<file path="config.mk">
export PLATFORM = sky130hd
export DESIGN_NAME = lbs_burst_master
export DESIGN_NICKNAME = d
export VERILOG_FILES = /design/src/rtl/lbs_pkg.sv /design/src/rtl/lbs_beat_ctr.sv /design/src/rtl/lbs_fsm.sv /design/src/rtl/lbs_rd_capture.sv /design/src/rtl/lbs_burst_master.sv
export SDC_FILE = /design/constraint.sdc
export NUM_CORES = 1
export LEC_CHECK = 0
export ABC_AREA = 0
export ABC_CLOCK_PERIOD_IN_PS = 3350
export CAP_MARGIN = 25
export CELL_PAD_IN_SITES_DETAIL_PLACEMENT = 1
export CELL_PAD_IN_SITES_GLOBAL_PLACEMENT = 1
export CORE_ASPECT_RATIO = 0.75
export CORE_UTILIZATION = 36
export DETAILED_ROUTE_END_ITERATION = 10
export PLACE_DENSITY_LB_ADDON = 0.1
export SYNTH_ARGS = -nofsm -noshare
export SYNTH_HDL_FRONTEND = slang
export SYNTH_SLANG_ARGS = --single-unit
</file>
<file path="constraint.sdc">
create_clock -name clk -period 3.35 [get_ports clk]
set_input_delay 0.335 -clock clk [delete_from_list [all_inputs] [get_ports clk]]
set_output_delay 0.335 -clock clk [all_outputs]
set_load 0.05 [all_outputs]
</file>
<file path="src/rtl/lbs_pkg.sv">
package lbs_pkg;
  typedef enum logic [2:0] {
    S_IDLE, S_ARB, S_LOCK, S_ADDR, S_DATA, S_NULL, S_DONE
  } lbs_state_e;

  localparam logic [1:0] MODE_WR   = 2'b00;
  localparam logic [1:0] MODE_RD   = 2'b01;
  localparam logic [1:0] MODE_LOCK = 2'b10;
  localparam logic [1:0] MODE_NULL = 2'b11;
  localparam logic [1:0] STAT_OK   = 2'b00;
endpackage

</file>
<file path="src/rtl/lbs_beat_ctr.sv">
module lbs_beat_ctr #(
  parameter int AD_W  = 32,
  parameter int BEATS = 4,
  parameter int STEP  = 4,
  localparam int IDX_W = (BEATS > 1) ? $clog2(BEATS) : 1
) (
  input  logic             clk,
  input  logic             rst_n,
  input  logic             load,
  input  logic [AD_W-1:0]  base,
  input  logic             adv,
  output logic [AD_W-1:0]  cur_addr,
  output logic [IDX_W-1:0] idx,
  output logic             last
);
  always_ff @(posedge clk) begin
    if (!rst_n) begin
      cur_addr <= '0;
      idx      <= '0;
    end else if (load) begin
      cur_addr <= base;
      idx      <= '0;
    end else if (adv) begin
      cur_addr <= cur_addr + AD_W'(STEP);
      idx      <= idx + 1'b1;
    end
  end

  assign last = (idx == IDX_W'(BEATS - 1));
endmodule

</file>
<file path="src/rtl/lbs_fsm.sv">
module lbs_fsm
  import lbs_pkg::*;
(
  input  logic       clk,
  input  logic       rst_n,
  input  logic       cmd_fire,
  input  logic       grant,
  input  logic       ack_in,
  input  logic       stat_err,
  input  logic       last,
  output lbs_state_e state,
  output logic       adv,
  output logic       err_q
);
  lbs_state_e nxt;

  always_comb begin
    nxt = state;
    adv = 1'b0;
    unique case (state)
      S_IDLE: if (cmd_fire) nxt = S_ARB;
      S_ARB:  if (grant) nxt = S_LOCK;
      S_LOCK: nxt = S_ADDR;
      S_ADDR: nxt = S_DATA;
      S_DATA: begin
        if (ack_in) begin
          if (stat_err || last) nxt = S_NULL;
          else begin
            nxt = S_ADDR;
            adv = 1'b1;
          end
        end
      end
      S_NULL: nxt = S_DONE;
      S_DONE: nxt = S_IDLE;
      default: nxt = S_IDLE;
    endcase
  end

  always_ff @(posedge clk) begin
    if (!rst_n) begin
      state <= S_IDLE;
      err_q <= 1'b0;
    end else begin
      state <= nxt;
      if (cmd_fire) err_q <= 1'b0;
      else if (state == S_DATA && ack_in && stat_err) err_q <= 1'b1;
    end
  end
endmodule

</file>
<file path="src/rtl/lbs_rd_capture.sv">
module lbs_rd_capture #(
  parameter int AD_W = 32
) (
  input  logic            clk,
  input  logic            rst_n,
  input  logic            cap_en,
  input  logic [AD_W-1:0] din,
  output logic            vld,
  output logic [AD_W-1:0] dout
);
  always_ff @(posedge clk) begin
    if (!rst_n) begin
      vld  <= 1'b0;
      dout <= '0;
    end else begin
      vld <= cap_en;
      if (cap_en) dout <= din;
    end
  end
endmodule

</file>
<file path="src/rtl/lbs_burst_master.sv">
module lbs_burst_master
  import lbs_pkg::*;
#(
  parameter int AD_W  = 32,
  parameter int BEATS = 4,
  parameter int STEP  = 4,
  localparam int WD_W  = AD_W * BEATS,
  localparam int IDX_W = (BEATS > 1) ? $clog2(BEATS) : 1
) (
  input  logic            clk,
  input  logic            rst_n,
  input  logic            cmd_valid_i,
  output logic            cmd_ready_o,
  input  logic            cmd_write_i,
  input  logic [AD_W-1:0] cmd_addr_i,
  input  logic [WD_W-1:0] cmd_wdata_i,
  output logic            rd_valid_o,
  output logic [AD_W-1:0] rd_data_o,
  output logic            done_o,
  output logic            done_err_o,
  output logic            bus_req_o,
  input  logic            bus_grant_i,
  output logic            bus_start_o,
  output logic            bus_ack_o,
  input  logic            bus_ack_i,
  input  logic [1:0]      bus_status_i,
  output logic [1:0]      bus_mode_o,
  output logic [AD_W-1:0] bus_ad_o,
  output logic            bus_ad_oe_o,
  input  logic [AD_W-1:0] bus_ad_i
);
  lbs_state_e       state;
  logic             cmd_fire, adv, err_q, last, stat_err;
  logic             wr_q;
  logic [WD_W-1:0]  wdata_q;
  logic [AD_W-1:0]  cur_addr;
  logic [IDX_W-1:0] idx;
  logic [AD_W-1:0]  cur_word;

  assign cmd_ready_o = (state == S_IDLE);
  assign cmd_fire    = cmd_valid_i && cmd_ready_o;
  assign stat_err    = (bus_status_i != STAT_OK);

  always_ff @(posedge clk) begin
    if (!rst_n) begin
      wr_q    <= 1'b0;
      wdata_q <= '0;
    end else if (cmd_fire) begin
      wr_q    <= cmd_write_i;
      wdata_q <= cmd_wdata_i;
    end
  end

  lbs_fsm u_fsm (
    .clk(clk), .rst_n(rst_n), .cmd_fire(cmd_fire), .grant(bus_grant_i),
    .ack_in(bus_ack_i), .stat_err(stat_err), .last(last),
    .state(state), .adv(adv), .err_q(err_q)
  );

  lbs_beat_ctr #(.AD_W(AD_W), .BEATS(BEATS), .STEP(STEP)) u_beat (
    .clk(clk), .rst_n(rst_n), .load(cmd_fire), .base(cmd_addr_i), .adv(adv),
    .cur_addr(cur_addr), .idx(idx), .last(last)
  );

  lbs_rd_capture #(.AD_W(AD_W)) u_rd (
    .clk(clk), .rst_n(rst_n),
    .cap_en((state == S_DATA) && bus_ack_i && !stat_err && !wr_q),
    .din(bus_ad_i), .vld(rd_valid_o), .dout(rd_data_o)
  );

  assign cur_word = wdata_q[idx*AD_W +: AD_W];

  always_comb begin
    bus_req_o   = (state == S_ARB) || (state == S_LOCK) ||
                  (((state == S_ADDR) || (state == S_DATA)) && !last);
    bus_start_o = (state == S_LOCK) || (state == S_ADDR) || (state == S_NULL);
    bus_ack_o   = (state == S_LOCK) || (state == S_NULL);
    bus_ad_oe_o = (state == S_ADDR) || ((state == S_DATA) && wr_q);
    bus_ad_o    = (state == S_ADDR) ? cur_addr :
                  ((state == S_DATA) && wr_q) ? cur_word : '0;
    unique case (state)
      S_LOCK:  bus_mode_o = MODE_LOCK;
      S_NULL:  bus_mode_o = MODE_NULL;
      default: bus_mode_o = wr_q ? MODE_WR : MODE_RD;
    endcase
    done_o     = (state == S_DONE);
    done_err_o = (state == S_DONE) && err_q;
  end
endmodule

</file>
==> metrics.txt <==
Startpoint Class=flop; Post-CTS Setup Inserts=0; Slew headroom=51.7%; post-synth net total=approximately 1300; Post-synth EDFFs=0; share of the yosys chip area belonging to registers=45.8%; n_diodes=0; boundary pin count=274; initial DRC count=538; Hold Vio Cnt, Final=0; total gr overflow=0; Mapped Area=0.00874 sq mm; synth unique cells=44; final wirelength=just over 30000 um; Main synth FF type=dfxtp_1; drt drc=0; Longest Clk Path Bufs=2; Final Skew=18.4 ps; main area contributors after synthesis=dfxtp_1 46%, nand2_1 15%, a21oi_1 11%, mux4_2 8.2%, a22o_1 3.2%; Pwr Density=roughly 640 mW/mm^2; DRT met1 WL=15300 um; CTS tree=yes; Worst-Skew Late Latency=440 ps; DR WL met2=about 13000 um; post-layout minimum cycle time=2860 ps; register bit total from synthesis=200; final core occ=51.8%; Final period util=85.4%; hpwl dp=21300 um; Port Buffer Count=273; WL met3=1560 um; DIE AREA=0.0249 sq mm; commonest non-fill, non-tap cell in the layout=nand2_1; drt first pass iters=5; via count=about 8300; leak pwr=4.29 nW; FP Rows=48; CTS clk-pin slew, worst paths=80 ps; CP endpoint kind=output port; syn avg cell area=just over 8 sq um; CP Data Required Time=3010 ps; CP Class=flop to output port; antenna violations before repair=1; Antenna Nets Post-Route=0; initial core utilization=37.3%; run status=finished, final reports clean; Post-synth ARST share=0%; post-placement cell count=1566; Die Y=137 um; Die Width=182 um; RSZ-0062 raised after global routing=false; overall power=7.76 mW; Post-Synthesis Cells=1067; Slew @ Worst Pin=724 ps; Top Metal Used=met5; commonest cells after routing, fill and taps aside=348 x nand2_1, 240 x clkdlybuf4s50_1, 198 x dfxtp_1; worst hold margin=435 ps; RD Place Congestion=0.819; clk sinks=200; critical-path maximum fanout=24; Final setup viols=0; Max-Cap Viols=0; area delta synth->final=38.7%; vias in the first global route=8117; Final TNS setup=0 ps; first-pass GRT wire length=46200 um; H-tree depth=4; CTS Hold Buffers Added=0; VDD IR max=828 uV; CTS root buffer=clkbuf_16; core area=about 0.023 sq mm; Yosys top cell by area=dfxtp_1; largest net degree at the start of global routing=142; post-cts sizing count=0; wire per inst=19.0 um; Synth top area share=45.8%; All-Layer GR Usage=24.3%; Final Max Slew Viols=0; routed vias/inst=5.20; FILL cells=2802; warnings from Yosys=0; share of layout cells above drive strength 1=9.33%; worst endpoint data arrival time=2520 ps; layout net count=1487; Hold Crit Class=input pin to flop; Cell Count, Final, Fillers Out=1597; CTS Buf Count=17; Max Clock Freq=0.350 GHz
## report_power, final
part | switching, mW | total, mW | internal (mW) | leakage [nW]
Clock | 1.01 | 2.00 | 0.981 | 0.273
Combinational | 1.47 | 2.43 | 0.958 | 2.37
Sequential | 0.448 | 3.33 | 2.88 | 1.64
Total | 2.94 | 7.76 | 4.82 | 4.29
## metrics by stage
stage / cell area, sq um / setup slack, ps
after floorplan: 8740 / 747
after global placement: 11600 / 717
after detailed placement: 11600 / 664
after CTS: 12100 / 496
after global routing: 12100 / 350
final: 12100 / 490
## Yosys cell counts, drive strengths merged (4+ instances only)
library cell and instances:
xnor2 18, nor3 11, clkbuf 71, a22o 32, nand2 349, nor2 19
and4 5, nand4 11, nand3 18, a211oi 5, and3 7, and2 4
inv 9, nor4 7, xor2 6, a21oi 186, buf 19, mux4 32
dfxtp 200, o21ai 30
## cell families after synthesis
group	share of synthesized area [%]
muxes	8.24
adders and majority gates	0.286
and+or+nand+nor	21.7
AOI/OAI and AO/OA	17.0
DFF	45.8
xor gates and xnor gates	2.40
buffers and inverters	4.61
## layer usage
metal | vias up | GRT usage (%)
met5 | - | 0
met4 | 2 | 5.56
met3 | 21 | 4.60
met2 | 232 | 36.3
met1 | 3967 | 36.1
li1 | 4082 | -
## final cells by class
class	count	area [sq um]	area share [%]
inverters	9	38.8	0.320
flip-flops and latches	200	4010	33.0
multi-input cells	768	4350	35.8
clock buffers	17	425	3.51
well taps	300	375	3.09
repair buffers	289	2810	23.1
clock inverters	14	129	1.06
## sequential cells by signal (all words and copies together), names as in the netlist
| register | flops |
|---|---|
| wr_q | 1 |
| u_rd.vld | 1 |
| u_beat.idx | 2 |
| u_rd.dout | 32 |
| u_fsm.err_q | 1 |
| wdata_q | 128 |
| u_beat.cur_addr | 32 |
| u_fsm.state | 3 |
## critical path: stages (launching register included)
cell and delay [ps]:
dfxtp_1 740, and3_1 510, buf_4 380, a22o_1 230
buf_4 210
## worst paths after layout
path,start,to,slack (ps),depth (start not counted)
hold reg to reg,u_rd.dout[14],u_rd.dout[14],460,2
setup / recovery,u_fsm.state[2],bus_ad_o[18],490,4
hold / removal,bus_ad_i[15],u_rd.dout[15],440,3
setup reg to reg,u_fsm.state[2],u_beat.cur_addr[29],700,5
(Power assumes the default switching activity.)
